<file path="src/rtl/sdi_rx_pkg.sv">
package sdi_rx_pkg;
  localparam int WORD_W    = 10;
  localparam int PRE_WORDS = 3;
  localparam int TAP_A     = 4;
  localparam int TAP_B     = 9;
endpackage

</file>
<file path="src/rtl/sdi_nrzi_descrambler.sv">
module sdi_nrzi_descrambler
  import sdi_rx_pkg::*;
#(
  parameter int TA = TAP_A,
  parameter int TB = TAP_B
) (
  input  logic clk,
  input  logic rst,
  input  logic bit_i,
  output logic bit_o
);
  logic          prev_q;
  logic [TB-1:0] nz_hist;
  logic          nz_bit;
  logic          clear_bit;

  always_comb begin
    nz_bit    = bit_i ^ prev_q;
    clear_bit = nz_bit ^ nz_hist[TA-1] ^ nz_hist[TB-1];
  end

  always_ff @(posedge clk) begin
    if (rst) begin
      prev_q  <= 1'b0;
      nz_hist <= '0;
      bit_o   <= 1'b0;
    end else begin
      prev_q  <= bit_i;
      nz_hist <= {nz_hist[TB-2:0], nz_bit};
      bit_o   <= clear_bit;
    end
  end
endmodule

</file>
<file path="src/rtl/sdi_word_framer.sv">
module sdi_word_framer
  import sdi_rx_pkg::*;
#(
  parameter int W = WORD_W,
  parameter int P = PRE_WORDS
) (
  input  logic         clk,
  input  logic         rst,
  input  logic         bit_i,
  output logic [W-1:0] word_o,
  output logic         en_o,
  output logic         trs_o,
  output logic         det_o,
  output logic         phase_ok_o,
  output logic         emit_o
);
  localparam int HL = P * W;
  localparam int CW = $clog2(W);

  logic [HL-1:0] hist, hist_nx;
  logic [CW-1:0] cnt;
  logic          pend;
  logic          det, boundary;

  always_comb begin
    hist_nx  = {bit_i, hist[HL-1:1]};
    det      = (hist_nx[W-1:0] == '1) && (hist_nx[HL-1:W] == '0);
    boundary = (cnt == CW'(W - 1));
  end

  assign det_o      = det;
  assign phase_ok_o = boundary;
  assign emit_o     = det | boundary;

  always_ff @(posedge clk) begin
    if (rst) begin
      hist   <= '0;
      cnt    <= '0;
      pend   <= 1'b0;
      word_o <= '0;
      en_o   <= 1'b0;
      trs_o  <= 1'b0;
    end else begin
      hist  <= hist_nx;
      en_o  <= 1'b0;
      trs_o <= 1'b0;
      if (det) begin
        cnt    <= '0;
        en_o   <= 1'b1;
        word_o <= hist_nx[HL-1:HL-W];
        pend   <= 1'b1;
      end else if (boundary) begin
        cnt    <= '0;
        en_o   <= 1'b1;
        word_o <= hist_nx[HL-1:HL-W];
        trs_o  <= pend;
        pend   <= 1'b0;
      end else begin
        cnt <= cnt + 1'b1;
      end
    end
  end

  a_r5_cnt_in_word: assert property (@(posedge clk) disable iff (rst)
    cnt <= CW'(W - 1));
  a_r6_detect_emits_zero: assert property (@(posedge clk) disable iff (rst)
    det |=> (en_o && word_o == '0));
  a_r7_trs_with_en: assert property (@(posedge clk) disable iff (rst)
    trs_o |-> en_o);
endmodule

</file>
<file path="src/rtl/sdi_lock_tracker.sv">
module sdi_lock_tracker #(
  parameter int LINE_WORDS = 1716,
  parameter int LOCK_N     = 2,
  parameter int UNLOCK_N   = 2
) (
  input  logic clk,
  input  logic rst,
  input  logic det_i,
  input  logic phase_ok_i,
  input  logic emit_i,
  output logic locked_o
);
  localparam int GW = $clog2(LINE_WORDS + 1);
  localparam int HW = $clog2(LOCK_N + 1);
  localparam int MW = $clog2(UNLOCK_N + 1);

  logic [GW-1:0] gap;
  logic [HW-1:0] hits;
  logic [MW-1:0] misses;
  logic          hit_ev, miss_ev;

  always_comb begin
    hit_ev  = det_i && phase_ok_i;
    miss_ev = (det_i && !phase_ok_i) ||
              (!det_i && emit_i && gap == GW'(LINE_WORDS - 1));
  end

  always_ff @(posedge clk) begin
    if (rst) begin
      gap      <= '0;
      hits     <= '0;
      misses   <= '0;
      locked_o <= 1'b0;
    end else begin
      if (det_i || miss_ev) gap <= '0;
      else if (emit_i)      gap <= gap + 1'b1;

      if (hit_ev) begin
        misses <= '0;
        if (hits >= HW'(LOCK_N - 1)) locked_o <= 1'b1;
        else                         hits     <= hits + 1'b1;
      end else if (miss_ev) begin
        hits <= '0;
        if (misses >= MW'(UNLOCK_N - 1)) locked_o <= 1'b0;
        else                             misses   <= misses + 1'b1;
      end
    end
  end

  a_r9_gap_bounded: assert property (@(posedge clk) disable iff (rst)
    gap < GW'(LINE_WORDS));
endmodule

</file>
<file path="src/rtl/sdi_word_aligner.sv">
module sdi_word_aligner
  import sdi_rx_pkg::*;
#(
  parameter int LINE_WORDS = 1716,
  parameter int LOCK_N     = 2,
  parameter int UNLOCK_N   = 2
) (
  input  logic              clk,
  input  logic              rst,
  input  logic              ser_bit,
  output logic [WORD_W-1:0] word_out,
  output logic              word_en,
  output logic              locked,
  output logic              trs_flag
);
  logic clear_bit, det, phase_ok, emit;

  sdi_nrzi_descrambler u_desc (
    .clk(clk), .rst(rst), .bit_i(ser_bit), .bit_o(clear_bit)
  );

  sdi_word_framer u_framer (
    .clk(clk), .rst(rst), .bit_i(clear_bit),
    .word_o(word_out), .en_o(word_en), .trs_o(trs_flag),
    .det_o(det), .phase_ok_o(phase_ok), .emit_o(emit)
  );

  sdi_lock_tracker #(
    .LINE_WORDS(LINE_WORDS), .LOCK_N(LOCK_N), .UNLOCK_N(UNLOCK_N)
  ) u_lock (
    .clk(clk), .rst(rst), .det_i(det), .phase_ok_i(phase_ok),
    .emit_i(emit), .locked_o(locked)
  );

  a_r8_lock_on_preamble: assert property (@(posedge clk) disable iff (rst)
    $rose(locked) |-> (word_en && word_out == '0));
  a_r9_unlock_on_word: assert property (@(posedge clk) disable iff (rst)
    $fell(locked) |-> word_en);
endmodule

</file>
<file path="config.mk">
export PLATFORM = sky130hd
export DESIGN_NAME = sdi_word_aligner
export DESIGN_NICKNAME = d
export VERILOG_FILES = /design/src/rtl/sdi_rx_pkg.sv /design/src/rtl/sdi_nrzi_descrambler.sv /design/src/rtl/sdi_word_framer.sv /design/src/rtl/sdi_lock_tracker.sv /design/src/rtl/sdi_word_aligner.sv
export SDC_FILE = /design/constraint.sdc
export NUM_CORES = 1
export LEC_CHECK = 0
export ABC_AREA = 1
export BUFFER_PORTS_ARGS = -buffer_cell sky130_fd_sc_hd__buf_4
export CAP_MARGIN = 20
export CORE_ASPECT_RATIO = 0.75
export CORE_MARGIN = 2
export CORE_UTILIZATION = 50
export CTS_CLUSTER_DIAMETER = 50
export CTS_CLUSTER_SIZE = 28
export DETAILED_ROUTE_END_ITERATION = 7
export PLACE_DENSITY = 0.73
export SYNTH_ARGS = -nofsm -noshare
export SYNTH_HDL_FRONTEND = slang
export SYNTH_SLANG_ARGS = --single-unit
</file>
<file path="constraint.sdc">
create_clock -name clk -period 1.55 [get_ports clk]
set_clock_uncertainty 0.2 [all_clocks]
set_input_delay 0.2325 -clock clk [delete_from_list [all_inputs] [get_ports clk]]
set_output_delay 0.2325 -clock clk [all_outputs]
set_load 0.01 [all_outputs]
</file>
---- Word-level counts from Yosys, hierarchy flattened ----
Cells that the tools add are included.
storage, ports and cells
  logic and storage cells ................. 63
  bits of input ports ..................... 3
  register bits ........................... 74
  output and inout port bits .............. 13
cells by class
  add/subtract/negate cells ............... 4
  eq/ne operators ......................... 5
  mux-type cells .......................... 13
  bitwise operators ....................... 6
  $lt $le $gt $ge ......................... 2
  reductions and logical operators ........ 20
operators by type and width
  kind                                                                count
  zero test 20 bit                                                    1
  two-way mux 10 bit                                                  2
  adder 11 x 1 -> 11 bit (second input constant)                      1
  equality test 11 bit (second input constant)                        1
  equality test 10 bit (second input constant)                        1
  two-way mux 1 bit                                                   8
  two-way mux 2 bit                                                   3
  nonzero test 2 bit                                                  3
  OR reduction 3 bit                                                  2
  logical AND 1 bit                                                   5
  adder 2 x 1 -> 2 bit (second input constant)                        2
  adder 4 x 1 -> 4 bit (second input constant)                        1
  equality test 4 bit (second input constant)                         1
  greater-or-equal comparator 2 x 1 -> 1 bit (second input constant)  2
  inequality test 2 bit (second input constant)                       2
  AND reduction 2 bit                                                 2
  OR reduction 2 bit                                                  2
  AND reduction 3 bit                                                 1
  XOR 1 bit                                                           3
  zero test 1 bit                                                     2
  logical OR 1 bit                                                    2
  NOT 1 bit                                                           2
  OR 1 bit                                                            1

---- Longest topological paths before layout ----
  word-level depth ........................ 8
  mapped depth ............................ 11
  mapped depth without buffers ............ 11

---- Cells and area by module ----
A second synthesis with hierarchy kept.
second synthesis, totals
  cell total of the unflattened synthesis .. 365
  area total of the unflattened synthesis .. 2,899.0 µm²
by module, submodules not included
  module                seq. area each (µm²)  cells each  instances  area an instance (µm²)
  sdi_word_framer       920.9                 193         1          1,640.3
  sdi_lock_tracker      320.3                 128         1          909.6
  sdi_nrzi_descrambler  220.2                 44          1          349.1

---- Least setup slack after synthesis ----
No wires, ideal clock.
  path kind ............................... register to register
  from .................................... register u_lock.gap[0]
  to ...................................... register u_lock.gap[8]
  clock period less this slack ............ 1.533 ns
  data required time ...................... 1.283 ns
  library setup time ...................... 0.067 ns
  arrival time ............................ 1.266 ns
  buffers on the path ..................... 0
  stages on the path, launching flop included .. 8
  path slack .............................. 0.017 ns
  cells stage by stage .................... dfxtp_1 ha_1 nand2_1 nor2_1 nand4_1 xor2_1 nand2_2 a21oi_2
on the way
  longest elaborated chain between the ends .. 5
  elaborated cells on any way between the ends .. 6
  classes of those cells .................. 1 x add/sub; 1 x eq/ne; 4 x reduce/logical
ends and longest elaborated chain
  element                                                                         line                    RTL
  start, declared                                                                 sdi_lock_tracker.sv:17  logic [GW-1:0] gap;
  start signal, assigned                                                          sdi_lock_tracker.sv:36  else if (emit_i) gap <= gap + 1'b1;
  parallel branches: the longest is 5 deep, another holds adder 11 x 1 -> 11 bit  n/a
Several ways; the timed one is not identified.
A chain may end at the register's enable or synchronous reset.

---- Worst setup path after layout ----
  from .................................... register u_framer.hist[28]
  to ...................................... register u_lock.gap[7]
on the way
  longest elaborated chain between the ends .. 8
  elaborated cells on any way between the ends .. 10
  classes of those cells .................. 1 x bitwise; 9 x reduce/logical
ends and longest elaborated chain
  element                                             line                                           RTL
  start, declared                                     sdi_word_framer.sv:20                          logic [HL-1:0] hist, hist_nx;
  start signal, assigned                              sdi_word_framer.sv:44                          hist <= hist_nx;
  zero test 20 bit *                                  sdi_word_framer.sv:27                          det = (hist_nx[W-1:0] == '1) && (hist_nx[HL-1:W] == '0);
  logical AND 1 bit *                                 sdi_word_framer.sv:27
  OR 1 bit / zero test 1 bit (equally long branches)  sdi_word_framer.sv:33, sdi_lock_tracker.sv:25
  logical AND 1 bit (2 in a row)                      sdi_lock_tracker.sv:25                         (!det_i && emit_i && gap == GW'(LINE_WORDS - 1));
  logical OR 1 bit                                    sdi_lock_tracker.sv:24                         miss_ev = (det_i && !phase_ok_i) ||
  logical OR 1 bit                                    sdi_lock_tracker.sv:35                         if (det_i || miss_ev) gap <= '0;
  OR reduction 2 bit (no line)                        n/a
Mark *: on every way between the ends. The rest lies on a longest branch, timed or not.

==> metrics.txt <==
status=finished with violations; violated checks=negative setup slack; Syn-to-layout area delta=29.2%; Total GRT Usage=19.2%; CTS tree=yes; WL/cell=12.5 µm; CTS max path bufs=2; sequential share of the synthesized area=50.8%; CTS Root Cell=clkbuf_8; Yosys top cell by area=dfxtp_1; Final Hold Viols=0; clock-pin slew on the worst setup and hold paths=0.07 ns; Ports=16; share of flip-flops with an asynchronous set or reset=0%; crit path capture type=flop; drt initial violations=89; vias in the first global route=2,188; fin util=68.4%; Final ANT Viol Nets=0; pre-CTS setup slack=-0.171 ns; DR vias=2,366; Pleak=0.00155 µW; top cells by count, synth=77 x nor2_1, 73 x dfxtp_1, 63 x inv_1; number of synthesized flops with an enable pin=0; die height=69.7 µm; count leader, synth=nor2_1; Routed Wire Length=6230 µm; core area=5440 µm²; Post-Syn Area=2880 µm²; max_cap viols=0; number of vias per cell=4.74; largest net degree at the start of global routing=44; largest cells by area after synthesis=dfxtp_1 51%, nor2_1 10%, inv_1 8.2%; Tcrit/Tclk final=107%; critical path required time=1.59 ns; RSZ-0062 raised after global routing=yes; worst-path maximum fanout=7; mean post-synth cell area=7.86 µm²; Yosys warnings=0; Worst Hold Class=in2reg; Worst-Margin Slew=0.423 ns; post-DP HPWL=3690 µm; Num CTS Buffers=9; #FFs+latches synth=73; top_reg_cell synth=dfxtp_1; Pre-Repair DR Iteration Count=5; worst rel slew slack=71.8%; Finished Layout Cells=499; setup TNS=-2.30 ns; # diodes=0; net count after synthesis=374; library cells used by synthesis=25; Initial Utilization=52.9%; Max Clock Freq=601 MHz; setup violators final=31; final slew viol count=0; CP startpoint kind=flop; Placer Congestion=0.882; peak supply drop=0.000967 V; WS Path Type=reg2reg; # clock sinks=73; peak per-stage delay on the critical path=0.33 ns; placement row count=23; Placed Cells incl. Taps=475; final worst path period need=1.67 ns; Post-Synthesis Cells=366; Final WS setup=-0.115 ns; first-pass GRT wire length=9700 µm; Die ar.=6380 µm²; power per cell area=928 nW/µm²; CP cell instances=nor2_1 > nand2_1 > inv_1 > nand2_2 > nor2_4 > nand2_4 > nand2_8 > buf_6 > nand3_1 > nand2_1 > nor2_1; antenna violations before repair=0; Nets=428; Die X=91.6 µm; port buffer count=15; clock latency on the worst-skew pair=0.35 ns; post-synth top area share=50.8%; slowest cell on the critical path=dfxtp_2; Post-route DRC=0; H-tree Lvls=3; layout cells sized above 1=32.3%; Worst EP arrival=1.70 ns; total gr overflow=0
## repair_timing
action | CTS | global route
cloned | 0 | 1
setup buffers | 2 | 5
hold endpoints to repair | 2 | 0
pin swaps | 6 | 21
hold buffers | 1 | 0
setup endpoints to repair | 31 | 32
gates resized for setup | 17 | 45
## metrics by stage
stage | cell area (µm²) | total power, µW | hold WS (ns)
after floorplan | 2880 | 2020 | 0.139
after global placement | 3230 | 2050 | 0.189
after detailed placement | 3230 | 2050 | 0.195
after CTS | 3500 | 3470 | 0.0991
after global routing | 3720 | 3590 | 0.163
final | 3720 | 3450 | 0.167
## area by class of cell
class	count	area, µm²
Clock buffer	10	128
Clock inverter	5	56.3
Fill cell	414	1720
Inverter	66	255
Multi-Input combinational cell	219	1310
Sequential cell	73	1470
Tap cell	75	93.8
Timing Repair Buffer	51	405
## state kept, by name, summed over array words and instances, names as in the netlist
| name | count |
|---|---|
| u_desc.prev_q | 1 |
| u_lock.hits | 2 |
| u_lock.misses | 2 |
| u_framer.pend | 1 |
| u_lock.gap | 11 |
| u_framer.word_o | 10 |
| u_framer.en_o | 1 |
| u_framer.cnt | 4 |
| u_framer.hist | 29 |
| u_lock.locked_o | 1 |
| u_desc.bit_o | 1 |
| u_desc.nz_hist | 9 |
| u_framer.trs_o | 1 |
## kinds of logic (layout without fill, tap and decap cells)
kind of cell | after synthesis | count (layout) | share of synthesized area (%)
xor+xnor | 11 | 11 | 3.35
flops | 73 | 73 | 50.8
fa+ha+maj | 5 | 5 | 2.17
compound gates | 26 | 26 | 5.83
simple gates | 176 | 177 | 27.0
buf+inv | 75 | 132 | 10.9
## path summary, 6_finish.rpt
check	from	slack (ns)	cells after the start	end
worst max-delay path	u_framer.hist[28]	-0.12	11	u_lock.gap[7]
worst min-delay path	rst	0.17	6	u_lock.gap[0]
worst max register to register	u_framer.hist[28]	-0.12	11	u_lock.gap[7]
worst min register to register	u_desc.nz_hist[5]	0.20	2	u_desc.nz_hist[6]
## worst max-delay path, delay by kind of cell, from the launching register on
| kind | cells | cell delay, ns |
|---|---|---|
| buffers and inverters | 2 | 0.20 |
| flip-flops | 1 | 0.33 |
| AND/OR/NAND/NOR | 9 | 0.82 |
## placed cells by master, fill, tap and decap left out, types with 11 or more instances in the layout
cell type,instances
nand3_1,13
nor2_1,69
inv_1,59
o21ai_2,11
nand2_1,45
dfxtp_1,64
buf_4,47
nand2_2,12
a21oi_1,11
## metal layers
layer	routed length, µm	vias up	GRT usage [%]
met5	0	-	0
met4	59	0	6.40
met3	301	7	7.83
met2	2960	65	29.8
li1	-	1219	-
met1	2900	1075	24.3
## report_power, final
part | switching, µW | total (µW) | internal [µW]
clock | 685 | 1420 | 735
sequential | 10.1 | 1900 | 1890
combinational | 81.0 | 127 | 46.4
total | 776 | 3450 | 2680
(Power assumes the default switching activity.)
